--- config.mk ---
export PLATFORM = sky130hd
export DESIGN_NAME = gpio_irq_unit
export DESIGN_NICKNAME = d
export VERILOG_FILES = /design/src/rtl/gpio_irq_pkg.sv /design/src/rtl/gpio_irq_ctrl.sv /design/src/rtl/gpio_irq_dp.sv /design/src/rtl/gpio_irq_unit.sv
export SDC_FILE = /design/constraint.sdc
export NUM_CORES = 1
export LEC_CHECK = 0
export BUFFER_PORTS_ARGS = -buffer_cell sky130_fd_sc_hd__buf_2
export CAP_MARGIN = 20
export CORE_ASPECT_RATIO = 1.2
export CORE_MARGIN = 8
export CORE_UTILIZATION = 50
export CTS_BUF_LIST = sky130_fd_sc_hd__clkbuf_8
export CTS_CLUSTER_SIZE = 25
export DETAILED_ROUTE_END_ITERATION = 10
export GPL_TIMING_DRIVEN = 0
export PLACE_DENSITY = 0.7
export SLEW_MARGIN = 20
export SYNTH_ARGS = -nofsm -noshare
export SYNTH_HDL_FRONTEND = slang
export SYNTH_SLANG_ARGS = --single-unit
--- constraint.sdc ---
create_clock -name clk -period 4.34 [get_ports clk]
set_input_delay 0.868 -clock clk [delete_from_list [all_inputs] [get_ports clk]]
set_output_delay 0.868 -clock clk [all_outputs]
set_load 0.05 [all_outputs]
--- src/rtl/gpio_irq_pkg.sv ---
package gpio_irq_pkg;

  localparam int ADDR_W = 3;

  typedef enum logic [ADDR_W-1:0] {
    REG_MASK     = 3'd0,
    REG_UNMASK   = 3'd1,
    REG_SETMASK  = 3'd2,
    REG_PEND     = 3'd3,
    REG_KIND     = 3'd4,
    REG_POLARITY = 3'd5,
    REG_BOTHEDGE = 3'd6
  } regSel_e;

  // one-cycle strobes from bus decode to the datapath
  typedef struct packed {
    logic unmaskWr;
    logic maskWr;
    logic ackWr;
    logic kindWr;
    logic polWr;
    logic bothWr;
  } ctrlStrobe_t;

endpackage

--- src/rtl/gpio_irq_ctrl.sv ---
module gpio_irq_ctrl
  import gpio_irq_pkg::*;
#(
  parameter int NUM_PINS = 32
) (
  input  logic                regWr,
  input  logic [ADDR_W-1:0]   regAddr,
  input  logic [NUM_PINS-1:0] maskQ,
  input  logic [NUM_PINS-1:0] statusQ,
  input  logic [NUM_PINS-1:0] kindQ,
  input  logic [NUM_PINS-1:0] polQ,
  input  logic [NUM_PINS-1:0] bothQ,
  output ctrlStrobe_t         strobes,
  output logic [NUM_PINS-1:0] regRdata
);

  always_comb begin
    strobes          = '0;
    strobes.unmaskWr = regWr && (regAddr == REG_UNMASK);
    strobes.maskWr   = regWr && (regAddr == REG_SETMASK);
    strobes.ackWr    = regWr && (regAddr == REG_PEND);
    strobes.kindWr   = regWr && (regAddr == REG_KIND);
    strobes.polWr    = regWr && (regAddr == REG_POLARITY);
    strobes.bothWr   = regWr && (regAddr == REG_BOTHEDGE);
  end

  always_comb begin
    case (regAddr)
      REG_MASK:     regRdata = maskQ;
      REG_PEND:     regRdata = statusQ;
      REG_KIND:     regRdata = kindQ;
      REG_POLARITY: regRdata = polQ;
      REG_BOTHEDGE: regRdata = bothQ;
      default:      regRdata = '0;
    endcase
  end

endmodule

--- src/rtl/gpio_irq_dp.sv ---
module gpio_irq_dp
  import gpio_irq_pkg::*;
#(
  parameter int NUM_PINS = 32
) (
  input  logic                clk,
  input  logic                rstN,
  input  ctrlStrobe_t         strobes,
  input  logic [NUM_PINS-1:0] wdata,
  input  logic [NUM_PINS-1:0] pinIn,
  output logic [NUM_PINS-1:0] maskQ,
  output logic [NUM_PINS-1:0] statusQ,
  output logic [NUM_PINS-1:0] kindQ,
  output logic [NUM_PINS-1:0] polQ,
  output logic [NUM_PINS-1:0] bothQ,
  output logic                irqOut
);

  logic [NUM_PINS-1:0] prevQ;
  logic                primedQ;
  logic [NUM_PINS-1:0] riseEv, fallEv, hitVec, ackVec;

  assign riseEv = pinIn & ~prevQ & {NUM_PINS{primedQ}};
  assign fallEv = ~pinIn & prevQ & {NUM_PINS{primedQ}};
  assign ackVec = strobes.ackWr ? wdata : '0;

  // per-pin trigger mode select
  for (genvar gi = 0; gi < NUM_PINS; gi++) begin : g_pin
    always_comb begin
      if (!kindQ[gi])
        hitVec[gi] = polQ[gi] ? pinIn[gi] : ~pinIn[gi];
      else if (bothQ[gi])
        hitVec[gi] = riseEv[gi] | fallEv[gi];
      else
        hitVec[gi] = polQ[gi] ? riseEv[gi] : fallEv[gi];
    end
  end

  always_ff @(posedge clk or negedge rstN) begin
    if (!rstN) begin
      prevQ   <= '0;
      primedQ <= 1'b0;
      maskQ   <= '1;
      statusQ <= '0;
      kindQ   <= '0;
      polQ    <= '0;
      bothQ   <= '0;
      irqOut  <= 1'b0;
    end else begin
      prevQ   <= pinIn;
      primedQ <= 1'b1;
      if (strobes.unmaskWr)
        maskQ <= maskQ & ~wdata;
      else if (strobes.maskWr)
        maskQ <= maskQ | wdata;
      statusQ <= (statusQ & ~ackVec) | hitVec;
      if (strobes.kindWr) kindQ <= wdata;
      if (strobes.polWr)  polQ  <= wdata;
      if (strobes.bothWr) bothQ <= wdata;
      irqOut  <= |(statusQ & ~maskQ);
    end
  end

endmodule

--- src/rtl/gpio_irq_unit.sv ---
module gpio_irq_unit
  import gpio_irq_pkg::*;
#(
  parameter int NUM_PINS = 32
) (
  input  logic                clk,
  input  logic                rstN,
  input  logic                regWr,
  input  logic [2:0]          regAddr,
  input  logic [NUM_PINS-1:0] regWdata,
  output logic [NUM_PINS-1:0] regRdata,
  input  logic [NUM_PINS-1:0] pinIn,
  output logic                irqOut
);

  ctrlStrobe_t         strobes;
  logic [NUM_PINS-1:0] maskVec, statusVec, kindVec, polVec, bothVec;

  gpio_irq_ctrl #(.NUM_PINS(NUM_PINS)) u_ctrl (
    .regWr    (regWr),
    .regAddr  (regAddr),
    .maskQ    (maskVec),
    .statusQ  (statusVec),
    .kindQ    (kindVec),
    .polQ     (polVec),
    .bothQ    (bothVec),
    .strobes  (strobes),
    .regRdata (regRdata)
  );

  gpio_irq_dp #(.NUM_PINS(NUM_PINS)) u_dp (
    .clk     (clk),
    .rstN    (rstN),
    .strobes (strobes),
    .wdata   (regWdata),
    .pinIn   (pinIn),
    .maskQ   (maskVec),
    .statusQ (statusVec),
    .kindQ   (kindVec),
    .polQ    (polVec),
    .bothQ   (bothVec),
    .irqOut  (irqOut)
  );

endmodule

==> metrics.md <==
| Metric | Value |
|---|---|
| Post-route ant nets | 0 |
| Worst Skew | 0.00883 ns |
| Worst vdd ir | 0.000223 V |
| Worst r2r src | u_dp.primedQ |
| Area contributors post-synth | dfrtp_1 (43%), a21oi_1 (10%), mux2_2 (10%) |
| Syn nets | 931 |
| Largest net degree at the start of global routing | 101 |
| Initial drt markers | 526 |
| Hold Fails Final Rpt | 0 |
| Synthesized area per cell | 11.0 um^2 |
| Storage element area | 0.00489 mm^2 |
| Endpoint class of the critical path | output port |
| CTS tree | done |
| Grt total ovfl | 0 |
| Clk sink count | 194 |
| DR vias | 7150 |
| HP Class | input pin to async pin |
| Post-synth EDFFs | 0 |
| Area of the core | 0.0187 mm^2 |
| Commonest cells post-synth | a21oi_1 (191), dfrtp_1 (162), mux2_2 (84), nand2_1 (37), nor2_1 (33) |
| Most numerous cell in the Yosys netlist | a21oi_1 |
| Sequential share of the synthesized area | 0.516 |
| DRT Pass-1 Iters | 5 |
| Reg2Reg Depth | 5 |
| Detailed Place HPWL | 17300 um |
| Worst-Skew Late Latency | 0.47 ns |
| Chip Width | 142 um |
| Final Setup Violations | 0 |
| Resize count post-CTS | 0 |
| RSZ-0062 raised after global routing | no |
| Vias/cell | 5.70 |
| Main synth FF type | dfrtp_1 |
| Yosys top cell by area | dfrtp_1 |
| Vias in the first global route | 7321 |
| Fin Hold WS | 0.375 ns |
| Post-Layout Cell Count | 1254 |
| Fin nets | 1054 |
| Clock tree buffer depth | 2 |
| # IOs | 103 |
| Least-Margin Pin Slew | 0.781 ns |
| Synth top area share | 0.427 |
| Wirelength, routed | 25800 um |
| Fraction of layout cells with a size suffix above 1 | 0.295 |
| Clock buffer count from CTS | 17 |
| Mapped Cells | 861 |
| Slew Viols, Final | 0 |
| Initial core utilization | 0.507 |
| Fillcell total | 1683 |
| Period utilisation layout | 0.808 |
| Pleak | 0.00479 uW |
| Drc violations | 0 |
| Max_cap viols | 0 |
| Post-CTS Setup Repair Bufs | 0 |
| Tmin final | 3.50 ns |
| Critical Path Fanout Max | 10 |
| Slew Limit Headroom | 0.479 |
| Row cnt | 55 |
| Antenna violations before repair | 2 |
| Synthesis-stage register bit count | 194 |
| Crit Path Category | input pin to output port |
| PwrDens | 439 mW/mm^2 |
| Port bufs | 102 |
| Die Y | 167 um |
| Synth-to-layout area growth | 13.7% |
| Async SR Flop Fraction | 1.00 |
| Footprint of the multi-input gates | 0.00413 mm^2 |
| First-pass GRT wire length | 40400 um |
| Data arrival, critical path | 2.64 ns |
| Die footprint | 0.0236 mm^2 |
| Register-to-register setup slack | 2.67 ns |
| Routed len/inst | 20.5 um |
| CTS root buffer | clkbuf_8 |
| Ys Warns | 0 |
| Placer Congestion | 0.830 |
| Startpoint Class | input pin |
| Crit Reg-Reg Endpoint | u_dp.statusQ[17] |
| Critical path required time | 3.47 ns |
| Cell Area, Synth | 0.00948 mm^2 |
| Peak Freq | 0.285 GHz |
| Clk pin slew, worst setup/hold paths | 0.09 ns |
| # H-tree levels | 4 |
| Status | complete, no violations |
| Total GRT Usage | 0.221 |
| Synth unique cells | 37 |
| Hold-fix buffers at CTS | 0 |
| Placed insts | 1221 |
critical path, cell delays in order:
cell and delay (ns):
buf_2 0.20, buf_2 0.27, clkbuf_1 0.62, a211oi_1 0.12, a21oi_1 0.23, buf_2 0.31
placed cells by master, fill, tap and decap left out, types with 2 or more instances in the layout:
cell type	synthesis	final
mux2_2	84	84
a22oi_1	32	32
xnor2_1	30	30
o22ai_1	16	16
bufinv_16	0	2
dfrtp_1	162	162
buf_4	22	22
a21oi_1	191	191
clkbuf_8	0	21
nor2b_1	3	3
nand4b_4	2	2
mux2_1	12	12
nor2_1	33	33
a211oi_1	31	31
buf_16	0	2
buf_1	2	2
or2_1	28	28
clkbuf_1	11	11
clkinv_2	0	2
inv_1	32	35
clkinvlp_4	0	3
nor4_1	4	4
nand2b_1	2	2
xor2_1	31	31
dfstp_2	32	32
mux2i_1	32	32
buf_2	10	111
buf_6	7	7
or2_2	2	2
nand2_1	37	37
o21ai_0	2	2
through the flow:
stage,worst slack (ns),utilization,total power (uW),instance area [um^2],TNS (ns)
final,0.835,0.576,4730,10800,0
after global routing,0.687,0.576,4970,10800,0
after CTS,0.853,0.576,4750,10800,0
after detailed placement,0.866,0.554,3560,10400,0
after global placement,-0.865,0.551,3510,10300,-138.00
after floorplan,1.15,-,3190,9480,0
how the worst max path moves through the flow:
stage | from | slack, ns | to | cells past startpoint
after detailed placement | regAddr[0] | 0.87 | regRdata[11] | 7
after global routing | regAddr[0] | 0.69 | regRdata[13] | 7
final | regAddr[1] | 0.84 | regRdata[13] | 6
after floorplan | regAddr[2] | 1.15 | regRdata[30] | 6
after global placement | rstN | -0.87 | u_dp.kindQ[20] | 1
after CTS | regAddr[0] | 0.85 | regRdata[11] | 7
cells by family (layout without fill, tap and decap cells):
kind of cell,count (synthesis),count (layout),share of synthesized area
AO/OA/AOI/OAI,275,275,0.165
XOR/XNOR,61,61,0.0563
buffers and inverters,84,220,0.0488
flip-flops,194,194,0.516
multiplexers,128,128,0.148
other,1,2,0.000395
AND/OR/NAND/NOR,118,118,0.0657
layer usage:
metal / up-vias / track usage / share of wire
li1: 3309 / - / -
met1: 3590 / 0.281 / 0.43
met2: 200 / 0.368 / 0.49
met3: 49 / 0.0349 / 0.055
met4: 2 / 0.0908 / 0.028
met5: - / 0 / 0.00050
cell type report:
type                       count  area share
tap                          256      0.0297
timing repair buffer         104      0.0534
sequential                   194       0.454
antenna                        1    0.000232
clock buffer                  21      0.0268
buffer                        52      0.0318
multi-input combinational    583       0.383
inverter                      32      0.0111
clock inverter                11      0.0104
power breakdown:
part / switching [uW] / leakage [uW] / internal (uW)
clock network: 629 / 0.000208 / 566
registers: 279 / 0.00217 / 2160
logic: 611 / 0.00242 / 488
total: 1520 / 0.00479 / 3210
Note: power is estimated with default switching activity, not from simulation.
